==> config.mk <==
export PLATFORM = sky130hd
export DESIGN_NAME = stride_pf
export DESIGN_NICKNAME = d
export VERILOG_FILES = /design/src/rtl/spf_pkg.sv /design/src/rtl/spf_lru.sv /design/src/rtl/spf_update.sv /design/src/rtl/spf_burst.sv /design/src/rtl/stride_pf.sv
export SDC_FILE = /design/constraint.sdc
export NUM_CORES = 2
export LEC_CHECK = 0
export ABC_AREA = 1
export BUFFER_PORTS_ARGS = -buffer_cell sky130_fd_sc_hd__buf_4
export CAP_MARGIN = 20
export CORE_ASPECT_RATIO = 0.75
export CORE_MARGIN = 4
export CORE_UTILIZATION = 45
export CTS_BUF_LIST = sky130_fd_sc_hd__clkbuf_2
export CTS_CLUSTER_SIZE = 14
export DETAILED_ROUTE_END_ITERATION = 8
export PLACE_DENSITY = 0.59
export SLEW_MARGIN = 20
export SYNTH_ARGS = -nofsm -noshare
export SYNTH_HDL_FRONTEND = slang
export SYNTH_HIERARCHICAL = 1
export SYNTH_SLANG_ARGS = --single-unit
export TNS_END_PERCENT = 5
==> constraint.sdc <==
create_clock -name clk -period 42.9 [get_ports clk]
set_clock_uncertainty 0.1 [all_clocks]
set_input_delay 10.725 -clock clk [delete_from_list [all_inputs] [get_ports clk]]
set_output_delay 10.725 -clock clk [all_outputs]
set_load 0.1 [all_outputs]
==> src/rtl/spf_pkg.sv <==
// Shared types for the stride prefetcher.
// Assumes nothing beyond IEEE 1800-2017.
package spf_pkg;

    // How an accepted access is treated by its table entry
    typedef enum logic [1:0] {
        UPD_ALLOC   = 2'd0,  // instruction address not present: new entry
        UPD_RETRAIN = 2'd1,  // present, step changed: training restarts
        UPD_LEARN   = 2'd2,  // present, same step, still untrained
        UPD_FOLLOW  = 2'd3   // present, same step, already trained
    } upd_kind_e;

endpackage

==> src/rtl/spf_lru.sv <==
// Recency tracker for a fully associative table.
// Keeps a permutation of ages (0 = most recent).
// Picks the lowest empty slot, else the oldest slot.
// Assumes touch_idx < N whenever touch is high.
module spf_lru #(
    parameter int N  = 4,
    parameter int IW = (N > 1) ? $clog2(N) : 1
) (
    input  logic          clk,
    input  logic          rst_n,
    input  logic          touch,
    input  logic [IW-1:0] touch_idx,
    input  logic [N-1:0]  slot_vld,
    output logic [IW-1:0] victim_idx
);
    logic [IW-1:0] age [N];

    // age update: touched slot becomes youngest, younger ones age by one
    always_ff @(posedge clk) begin
        if (!rst_n) begin
            for (int i = 0; i < N; i++) age[i] <= IW'(i);
        end else if (touch) begin
            for (int i = 0; i < N; i++) begin
                if (IW'(i) == touch_idx)
                    age[i] <= '0;
                else if (age[i] < age[touch_idx])
                    age[i] <= age[i] + 1'b1;
            end
        end
    end

    // victim choice: first empty slot, otherwise the oldest one
    always_comb begin
        logic found;
        found      = 1'b0;
        victim_idx = '0;
        for (int i = 0; i < N; i++) begin
            if (!slot_vld[i] && !found) begin
                victim_idx = IW'(i);
                found      = 1'b1;
            end
        end
        if (!found) begin
            for (int i = 0; i < N; i++)
                if (age[i] == IW'(N - 1)) victim_idx = IW'(i);
        end
    end
endmodule

==> src/rtl/spf_update.sv <==
// Next-state logic for one table entry on an accepted access.
// Also sizes the prefetch burst from the lookahead window and the degree.
// Purely combinational. Assumes the st_* inputs belong to the hit entry when hit is 1.
module spf_update import spf_pkg::*; #(
    parameter int ADDR_W = 24,
    parameter int CNT_W  = 4,
    parameter int DIST_W = 4,
    parameter int DEG_W  = 3
) (
    input  logic                     hit,
    input  logic [ADDR_W-1:0]        cur_addr,
    input  logic [ADDR_W-1:0]        st_addr,
    input  logic signed [ADDR_W-1:0] st_stride,
    input  logic                     st_trn,
    input  logic [CNT_W-1:0]         st_cnt,
    input  logic [ADDR_W-1:0]        st_ptr,
    input  logic [CNT_W-1:0]         cfg_thr,
    input  logic [DIST_W-1:0]        cfg_dist,
    input  logic [DEG_W-1:0]         cfg_deg,
    output upd_kind_e                kind,
    output logic [ADDR_W-1:0]        nw_addr,
    output logic signed [ADDR_W-1:0] nw_stride,
    output logic                     nw_trn,
    output logic [CNT_W-1:0]         nw_cnt,
    output logic [ADDR_W-1:0]        nw_ptr,
    output logic [ADDR_W-1:0]        burst_base,
    output logic [DEG_W-1:0]         burst_cnt
);
    localparam int DW      = ADDR_W + DIST_W + 2;
    localparam int PW      = DW + DEG_W;
    localparam int DEG_MAX = (1 << DEG_W) - 1;

    logic signed [ADDR_W-1:0] obs_stride;
    logic                     trn0;
    logic [CNT_W-1:0]         cnt0;
    logic [ADDR_W-1:0]        ptr1;
    logic signed [DW-1:0]     s_ext, gap_ext, win;
    logic [DW-1:0]            abs_s, abs_w;
    logic                     agree;
    logic signed [ADDR_W+DEG_W:0] adv;

    assign obs_stride = $signed(cur_addr - st_addr);

    // classify the access against the stored entry
    always_comb begin
        if (!hit)                      kind = UPD_ALLOC;
        else if (obs_stride != st_stride) kind = UPD_RETRAIN;
        else if (!st_trn)              kind = UPD_LEARN;
        else                           kind = UPD_FOLLOW;
    end

    // training state after the access
    always_comb begin
        nw_addr = cur_addr;
        case (kind)
            UPD_ALLOC:   begin trn0 = 1'b0;   cnt0 = '0;     nw_stride = '0;         end
            UPD_RETRAIN: begin trn0 = 1'b0;   cnt0 = '0;     nw_stride = obs_stride; end
            default:     begin trn0 = st_trn; cnt0 = st_cnt; nw_stride = st_stride;  end
        endcase
        if (kind == UPD_ALLOC) begin
            nw_cnt = '0;
            nw_trn = 1'b0;
            ptr1   = cur_addr;
        end else begin
            nw_cnt = trn0 ? cnt0 : cnt0 + 1'b1;
            ptr1   = trn0 ? st_ptr : cur_addr;
            nw_trn = trn0 | (nw_cnt >= cfg_thr);
        end
    end

    // lookahead window: limit minus pointer, in wide signed arithmetic
    always_comb begin
        s_ext   = {{(DW-ADDR_W){nw_stride[ADDR_W-1]}}, nw_stride};
        gap_ext = {{(DW-ADDR_W){1'b0}}, cur_addr - ptr1};
        gap_ext = {{(DW-ADDR_W){gap_ext[ADDR_W-1]}}, gap_ext[ADDR_W-1:0]};
        win     = gap_ext + s_ext * $signed(DW'({1'b0, cfg_dist}) + DW'(1));
        abs_s   = s_ext[DW-1] ? DW'(-s_ext) : DW'(s_ext);
        abs_w   = win[DW-1]   ? DW'(-win)   : DW'(win);
        agree   = (win != '0) && (win[DW-1] == s_ext[DW-1]);
    end

    // burst size: how many whole steps fit in the window, capped at the degree
    always_comb begin
        burst_cnt = '0;
        if (nw_trn && (nw_stride != '0) && agree) begin
            for (int k = 1; k <= DEG_MAX; k++) begin
                if ((DEG_W'(k) <= cfg_deg) &&
                    (PW'(k) * PW'(abs_s) <= PW'(abs_w)))
                    burst_cnt = burst_cnt + 1'b1;
            end
        end
    end

    // pointer after the burst: base plus count steps
    always_comb begin
        adv        = $signed({1'b0, burst_cnt}) * nw_stride;
        burst_base = ptr1;
        nw_ptr     = ptr1 + adv[ADDR_W-1:0];
    end
endmodule

==> src/rtl/spf_burst.sv <==
// Emits a loaded burst of prefetch addresses, one per cycle.
// A refused address is dropped unless HOLD_ON_REFUSE is set.
// Assumes load only arrives while busy is low.
module spf_burst #(
    parameter int ADDR_W         = 24,
    parameter int DEG_W          = 3,
    parameter bit HOLD_ON_REFUSE = 1'b0
) (
    input  logic                     clk,
    input  logic                     rst_n,
    input  logic                     load,
    input  logic [ADDR_W-1:0]        ld_base,
    input  logic signed [ADDR_W-1:0] ld_step,
    input  logic [DEG_W-1:0]         ld_cnt,
    input  logic                     pf_ready,
    output logic                     pf_valid,
    output logic [ADDR_W-1:0]        pf_addr,
    output logic                     busy
);
    logic [DEG_W-1:0]         left;
    logic [ADDR_W-1:0]        nxt;
    logic signed [ADDR_W-1:0] step;
    logic                     adv;

    assign pf_valid = (left != '0);
    assign busy     = pf_valid;
    assign pf_addr  = nxt;
    assign adv      = pf_valid && (pf_ready || !HOLD_ON_REFUSE);

    // burst state: load a new burst or step through the current one
    always_ff @(posedge clk) begin
        if (!rst_n) begin
            left <= '0;
            nxt  <= '0;
            step <= '0;
        end else if (load) begin
            left <= ld_cnt;
            nxt  <= ld_base + ld_step;
            step <= ld_step;
        end else if (adv) begin
            left <= left - 1'b1;
            nxt  <= nxt + step;
        end
    end
endmodule

==> src/rtl/stride_pf.sv <==
// Instruction-indexed stride prefetcher, top level.
// A fully associative table of ENTRIES entries learns one step per instruction address.
// Trained entries send prefetch bursts through spf_burst.
// Assumes cfg_* are stable while a burst is being emitted.
module stride_pf import spf_pkg::*; #(
    parameter int PC_W    = 16,
    parameter int ADDR_W  = 24,
    parameter int ENTRIES = 4,
    parameter int CNT_W   = 4,
    parameter int DIST_W  = 4,
    parameter int DEG_W   = 3
) (
    input  logic              clk,
    input  logic              rst_n,
    input  logic              acc_valid,
    output logic              acc_ready,
    input  logic [PC_W-1:0]   acc_pc,
    input  logic [ADDR_W-1:0] acc_addr,
    input  logic [CNT_W-1:0]  cfg_train_thr,
    input  logic [DIST_W-1:0] cfg_dist,
    input  logic [DEG_W-1:0]  cfg_degree,
    output logic              pf_valid,
    input  logic              pf_ready,
    output logic [ADDR_W-1:0] pf_addr
);
    localparam int IW = (ENTRIES > 1) ? $clog2(ENTRIES) : 1;

    logic [ENTRIES-1:0]       e_vld, e_trn, hit_vec;
    logic [PC_W-1:0]          e_pc   [ENTRIES];
    logic [ADDR_W-1:0]        e_addr [ENTRIES];
    logic [ADDR_W-1:0]        e_ptr  [ENTRIES];
    logic signed [ADDR_W-1:0] e_str  [ENTRIES];
    logic [CNT_W-1:0]         e_cnt  [ENTRIES];

    logic          lk_hit, acc_fire, busy;
    logic [IW-1:0] hit_idx, vic_idx, sel_idx;

    upd_kind_e                kind;
    logic [ADDR_W-1:0]        nw_addr, nw_ptr, burst_base;
    logic signed [ADDR_W-1:0] nw_stride;
    logic                     nw_trn;
    logic [CNT_W-1:0]         nw_cnt;
    logic [DEG_W-1:0]         burst_cnt;

    // one comparator per entry
    generate
        for (genvar g = 0; g < ENTRIES; g++) begin : g_cam
            assign hit_vec[g] = e_vld[g] && (e_pc[g] == acc_pc);
        end
    endgenerate

    assign lk_hit    = |hit_vec;
    assign acc_ready = !busy;
    assign acc_fire  = acc_valid && acc_ready;
    assign sel_idx   = lk_hit ? hit_idx : vic_idx;

    // encode the matching entry
    always_comb begin
        hit_idx = '0;
        for (int i = 0; i < ENTRIES; i++)
            if (hit_vec[i]) hit_idx = IW'(i);
    end

    spf_lru #(.N(ENTRIES), .IW(IW)) u_lru (
        .clk        (clk),
        .rst_n      (rst_n),
        .touch      (acc_fire),
        .touch_idx  (sel_idx),
        .slot_vld   (e_vld),
        .victim_idx (vic_idx)
    );

    spf_update #(.ADDR_W(ADDR_W), .CNT_W(CNT_W), .DIST_W(DIST_W), .DEG_W(DEG_W)) u_upd (
        .hit        (lk_hit),
        .cur_addr   (acc_addr),
        .st_addr    (e_addr[sel_idx]),
        .st_stride  (e_str[sel_idx]),
        .st_trn     (e_trn[sel_idx]),
        .st_cnt     (e_cnt[sel_idx]),
        .st_ptr     (e_ptr[sel_idx]),
        .cfg_thr    (cfg_train_thr),
        .cfg_dist   (cfg_dist),
        .cfg_deg    (cfg_degree),
        .kind       (kind),
        .nw_addr    (nw_addr),
        .nw_stride  (nw_stride),
        .nw_trn     (nw_trn),
        .nw_cnt     (nw_cnt),
        .nw_ptr     (nw_ptr),
        .burst_base (burst_base),
        .burst_cnt  (burst_cnt)
    );

    // table write: the selected entry takes its new state on an accepted access
    always_ff @(posedge clk) begin
        if (!rst_n) begin
            e_vld <= '0;
            e_trn <= '0;
            for (int i = 0; i < ENTRIES; i++) begin
                e_pc[i]   <= '0;
                e_addr[i] <= '0;
                e_ptr[i]  <= '0;
                e_str[i]  <= '0;
                e_cnt[i]  <= '0;
            end
        end else if (acc_fire) begin
            e_vld[sel_idx]  <= 1'b1;
            e_trn[sel_idx]  <= nw_trn;
            e_pc[sel_idx]   <= acc_pc;
            e_addr[sel_idx] <= nw_addr;
            e_ptr[sel_idx]  <= nw_ptr;
            e_str[sel_idx]  <= nw_stride;
            e_cnt[sel_idx]  <= nw_cnt;
        end
    end

    spf_burst #(.ADDR_W(ADDR_W), .DEG_W(DEG_W), .HOLD_ON_REFUSE(1'b0)) u_burst (
        .clk      (clk),
        .rst_n    (rst_n),
        .load     (acc_fire && (kind != UPD_ALLOC)),
        .ld_base  (burst_base),
        .ld_step  (nw_stride),
        .ld_cnt   (burst_cnt),
        .pf_ready (pf_ready),
        .pf_valid (pf_valid),
        .pf_addr  (pf_addr),
        .busy     (busy)
    );
endmodule

==> flow_summary.ini <==
[run_status]
run_status = finished, final reports clean

[critical_path]
startpoint = acc_pc[1]
path_max_fanout = 60
timing.critical_path.from_type = input pin
r2r-end = e_ptr[2][23]$_SDFFCE_PN0P_
crit_type = in2reg
crit_path_max_incr_delay_ps = 1030
endpoint = e_ptr[2][23]$_SDFFCE_PN0P_
setup.reg_to_reg.worst_slack_ps = 16020
crit_slowest_cell = xnor2_1
timing.critical_path.to_type = flip-flop
critPathArrivalTime_ps = 36970
r2r.worst_path.cells = 127
crit_path_frequent_cell = nand2_1
worst-endpoint-required_ps = 43940
r2r-start = e_pc[1][4]$_SDFFCE_PN0P_

[placement]
placed_cells_incl_taps = 8190
gpl.final_weighted_congestion = 0.971
portBuffers = 79
place_worst_setup_slack_ps = 6410
dpl-instance-area_mm2 = 0.0506
detailedPlacementHpwl_um = 123000

[floorplanning]
top_level_ports = 81
fp.dieW_um = 387
initial_core_util_pct = 45.3
die_height_um = 292
placeableCoreArea_mm2 = 0.107
design.die.area_mm2 = 0.113
floorplan.rows = 104

[timing]
setup_violations = 0
worstMarginPinSlew_ps = 1320
slew_headroom_pct = 11.4
grt_setup_unrepaired = false
timing.fmax_mhz = 27.8
report.final.hold_viol_count = 0
final.setup.worst_slack_ps = 6970
finalCritPeriodShare_pct = 83.8
drv_slew = 0
post-route-min-period_ps = 35930
totalNegativeSetupSlack_ps = 0

[route]
dr.first_iter.drc_count = 4356
detail_route.wl_per_cell_um = 19.0
vias = 44900
total_routed_length_um = 159000
ant_nets = 0
route.detailed.vias_per_inst = 5.36
remaining_drc_errors = 0
drt_pre_antenna_iters = 6

[hold_path]
min_from = e_trn[0]$_SDFFE_PN0P_
min_path_type = reg2reg

[finish]
fin_cells = 8388
layout-drive-gt1-share_pct = 8.59
multi_input_comb_area_mm2 = 0.0317
fillerInstances = 11000
area.sequential_mm2 = 0.0125
design_area_mm2 = 0.0517
area_growth_syn_to_layout_pct = 6.52
final_nets = 7624

[synth]
synth_top_cell_by_area = edfxtp_1
synthesized_netlist_cell_count = 6758
synthTopCellsByCount = nand2_1, inv_1, nor2_1
postSynth.topFlopCell = edfxtp_1
yosysWarningCount = 6
post_synth_main_area_contributors = edfxtp_1, nand2_1, ha_1
synth_cell_area_mm2 = 0.0485
synth_cell_type_count = 76
synth-edff-count = 376
synth_largest_type_area_fraction_pct = 23.3
avgSynthCellArea_um2 = 7.18
ys_async_sr_fraction_pct = 0
yosys_register_bits = 435
synth.yosys.seq_area_share_pct = 25.7
most_common_cell_in_the_synthesized_netlist = nand2_1

[power]
ir_worst_vdd_uv = 38.6
total_leakage_power_nw = 27.0
power_density_mw_per_mm2 = 34.0

[global_route]
vias_in_the_first_global_route = 41200
grt_antenna_before_repair = 4
grtUsageTotal_pct = 27.6
grt_remaining_overflow = 0
grt_first_pass_wirelength_um = 244000
grt_max_degree = 118

[cts]
worstSkewPairLatency_ps = 1410
clockRootBuffer = clkbuf_2
clock_tree.htree_level_count = 3
clock_path_buffers = 3
worst_setup_hold_path_clk_slew_ps = 110
cts.repair.resized = 0
post_cts_hold_buffer_count = 0
clock_sinks = 435
cts-buffers-inserted = 111
post_cts_buffers = 0
cts_tree = done

[job]
drv.max_cap_violation_count = 0
## how the worst min path moves through the flow
stage                                 end  slack (ps)  cells past startpoint
floorplan           e_trn[0]$_SDFFE_PN0P_         340                      2
global placement    e_trn[0]$_SDFFE_PN0P_         360                      2
detailed placement  e_trn[0]$_SDFFE_PN0P_         370                      2
CTS                 e_trn[0]$_SDFFE_PN0P_         380                      2
global route        e_trn[0]$_SDFFE_PN0P_         390                      2
finish              e_trn[0]$_SDFFE_PN0P_         380                      2
## layout by cell type, fill, tap and decap left out, drive strengths merged, types with 3 or more instances in the layout
master / netlist / layout
a2111oi: 3 / 3
a211oi: 16 / 16
a21boi: 16 / 16
a21o: 12 / 12
a21oi: 337 / 337
a31oi: 19 / 19
and2: 12 / 12
and3: 3 / 3
buf: 116 / 137
bufinv: 0 / 3
clkbuf: 71 / 141
clkinv: 7 / 51
conb: 2 / 53
dfxtp: 59 / 59
diode: 0 / 5
edfxtp: 376 / 376
fa: 177 / 177
ha: 520 / 520
inv: 961 / 966
nand2: 2020 / 2020
nand3: 325 / 325
nand3b: 19 / 19
nand4: 126 / 126
nor2: 866 / 866
nor3: 146 / 146
nor3b: 12 / 12
nor4: 21 / 21
nor4b: 3 / 3
o2111ai: 5 / 5
o211ai: 13 / 13
o21a: 5 / 5
o21ai: 197 / 197
o21bai: 16 / 16
o221ai: 9 / 9
o31ai: 5 / 5
or2: 12 / 12
xnor2: 85 / 85
xor2: 146 / 146
## registers in the layout, summed over array words and instances, names as in the netlist
register,flops
e_addr,96
u_burst/step,24
u_burst/left,3
e_trn,4
e_vld,4
e_ptr,96
e_cnt,16
u_lru/age,8
e_pc,64
u_burst/pf_addr,24
e_str,96
## metrics by stage
stage | hold WS (ps) | power, W | utilization, %
2_1_floorplan | 343 | 0.00119 | -
3_3_place_gp | 359 | 0.00143 | 47.2
3_5_place_dp | 367 | 0.00144 | 47.2
4_1_cts | 382 | 0.00175 | 48.2
5_1_grt | 393 | 0.00189 | 48.2
6_report | 382 | 0.00176 | 48.2
## logic make-up (layout without fill, tap and decap cells)
family | count (synthesis) | in the layout | share of synthesized area (%)
buf+inv | 1155 | 1298 | 9.56
compound gates | 666 | 666 | 7.67
fa+ha+maj | 698 | 698 | 20.7
other cells | 2 | 58 | 0.0155
xor+xnor | 234 | 234 | 4.31
flops | 435 | 435 | 25.7
simple gates | 3568 | 3568 | 32.0
## layout make-up
type                            count  share of cell area (%)
Clock inverter                     52                   0.663
Antenna cell                        5                  0.0242
Clock buffer                      141                    1.36
Sequential cell                   435                    24.1
Tap cell                         1431                    3.46
Multi-Input combinational cell   5219                    61.3
Inverter                          968                    7.07
Timing Repair Buffer              137                    1.99
## worst max-delay path, delay by kind of cell
kind,cells,cell delay [ps]
fa+ha+maj,15,5370
buf+inv,20,3730
simple gates,58,8240
xor+xnor,5,1960
compound gates,32,6790
## report_power, final
group          switching [W]  leakage, nW  internal [W]  total, W
Clock               0.000195        0.754      0.000114  0.000309
Combinational       0.000664         21.9      0.000247  0.000911
Sequential         0.0000255         4.36      0.000511  0.000537
Total               0.000884         27.0      0.000873   0.00176
## layer usage
| metal | vias up | GRT usage, % | part of all wire, % |
|---|---|---|---|
| li1 | 22000 | - | - |
| met1 | 21100 | 43.4 | 50 |
| met2 | 1609 | 38.8 | 39 |
| met3 | 154 | 5.98 | 9.6 |
| met4 | 0 | 4.81 | 1.5 |
| met5 | - | 0 | 0 |
No activity file was read; power rests on OpenSTA's default activity.
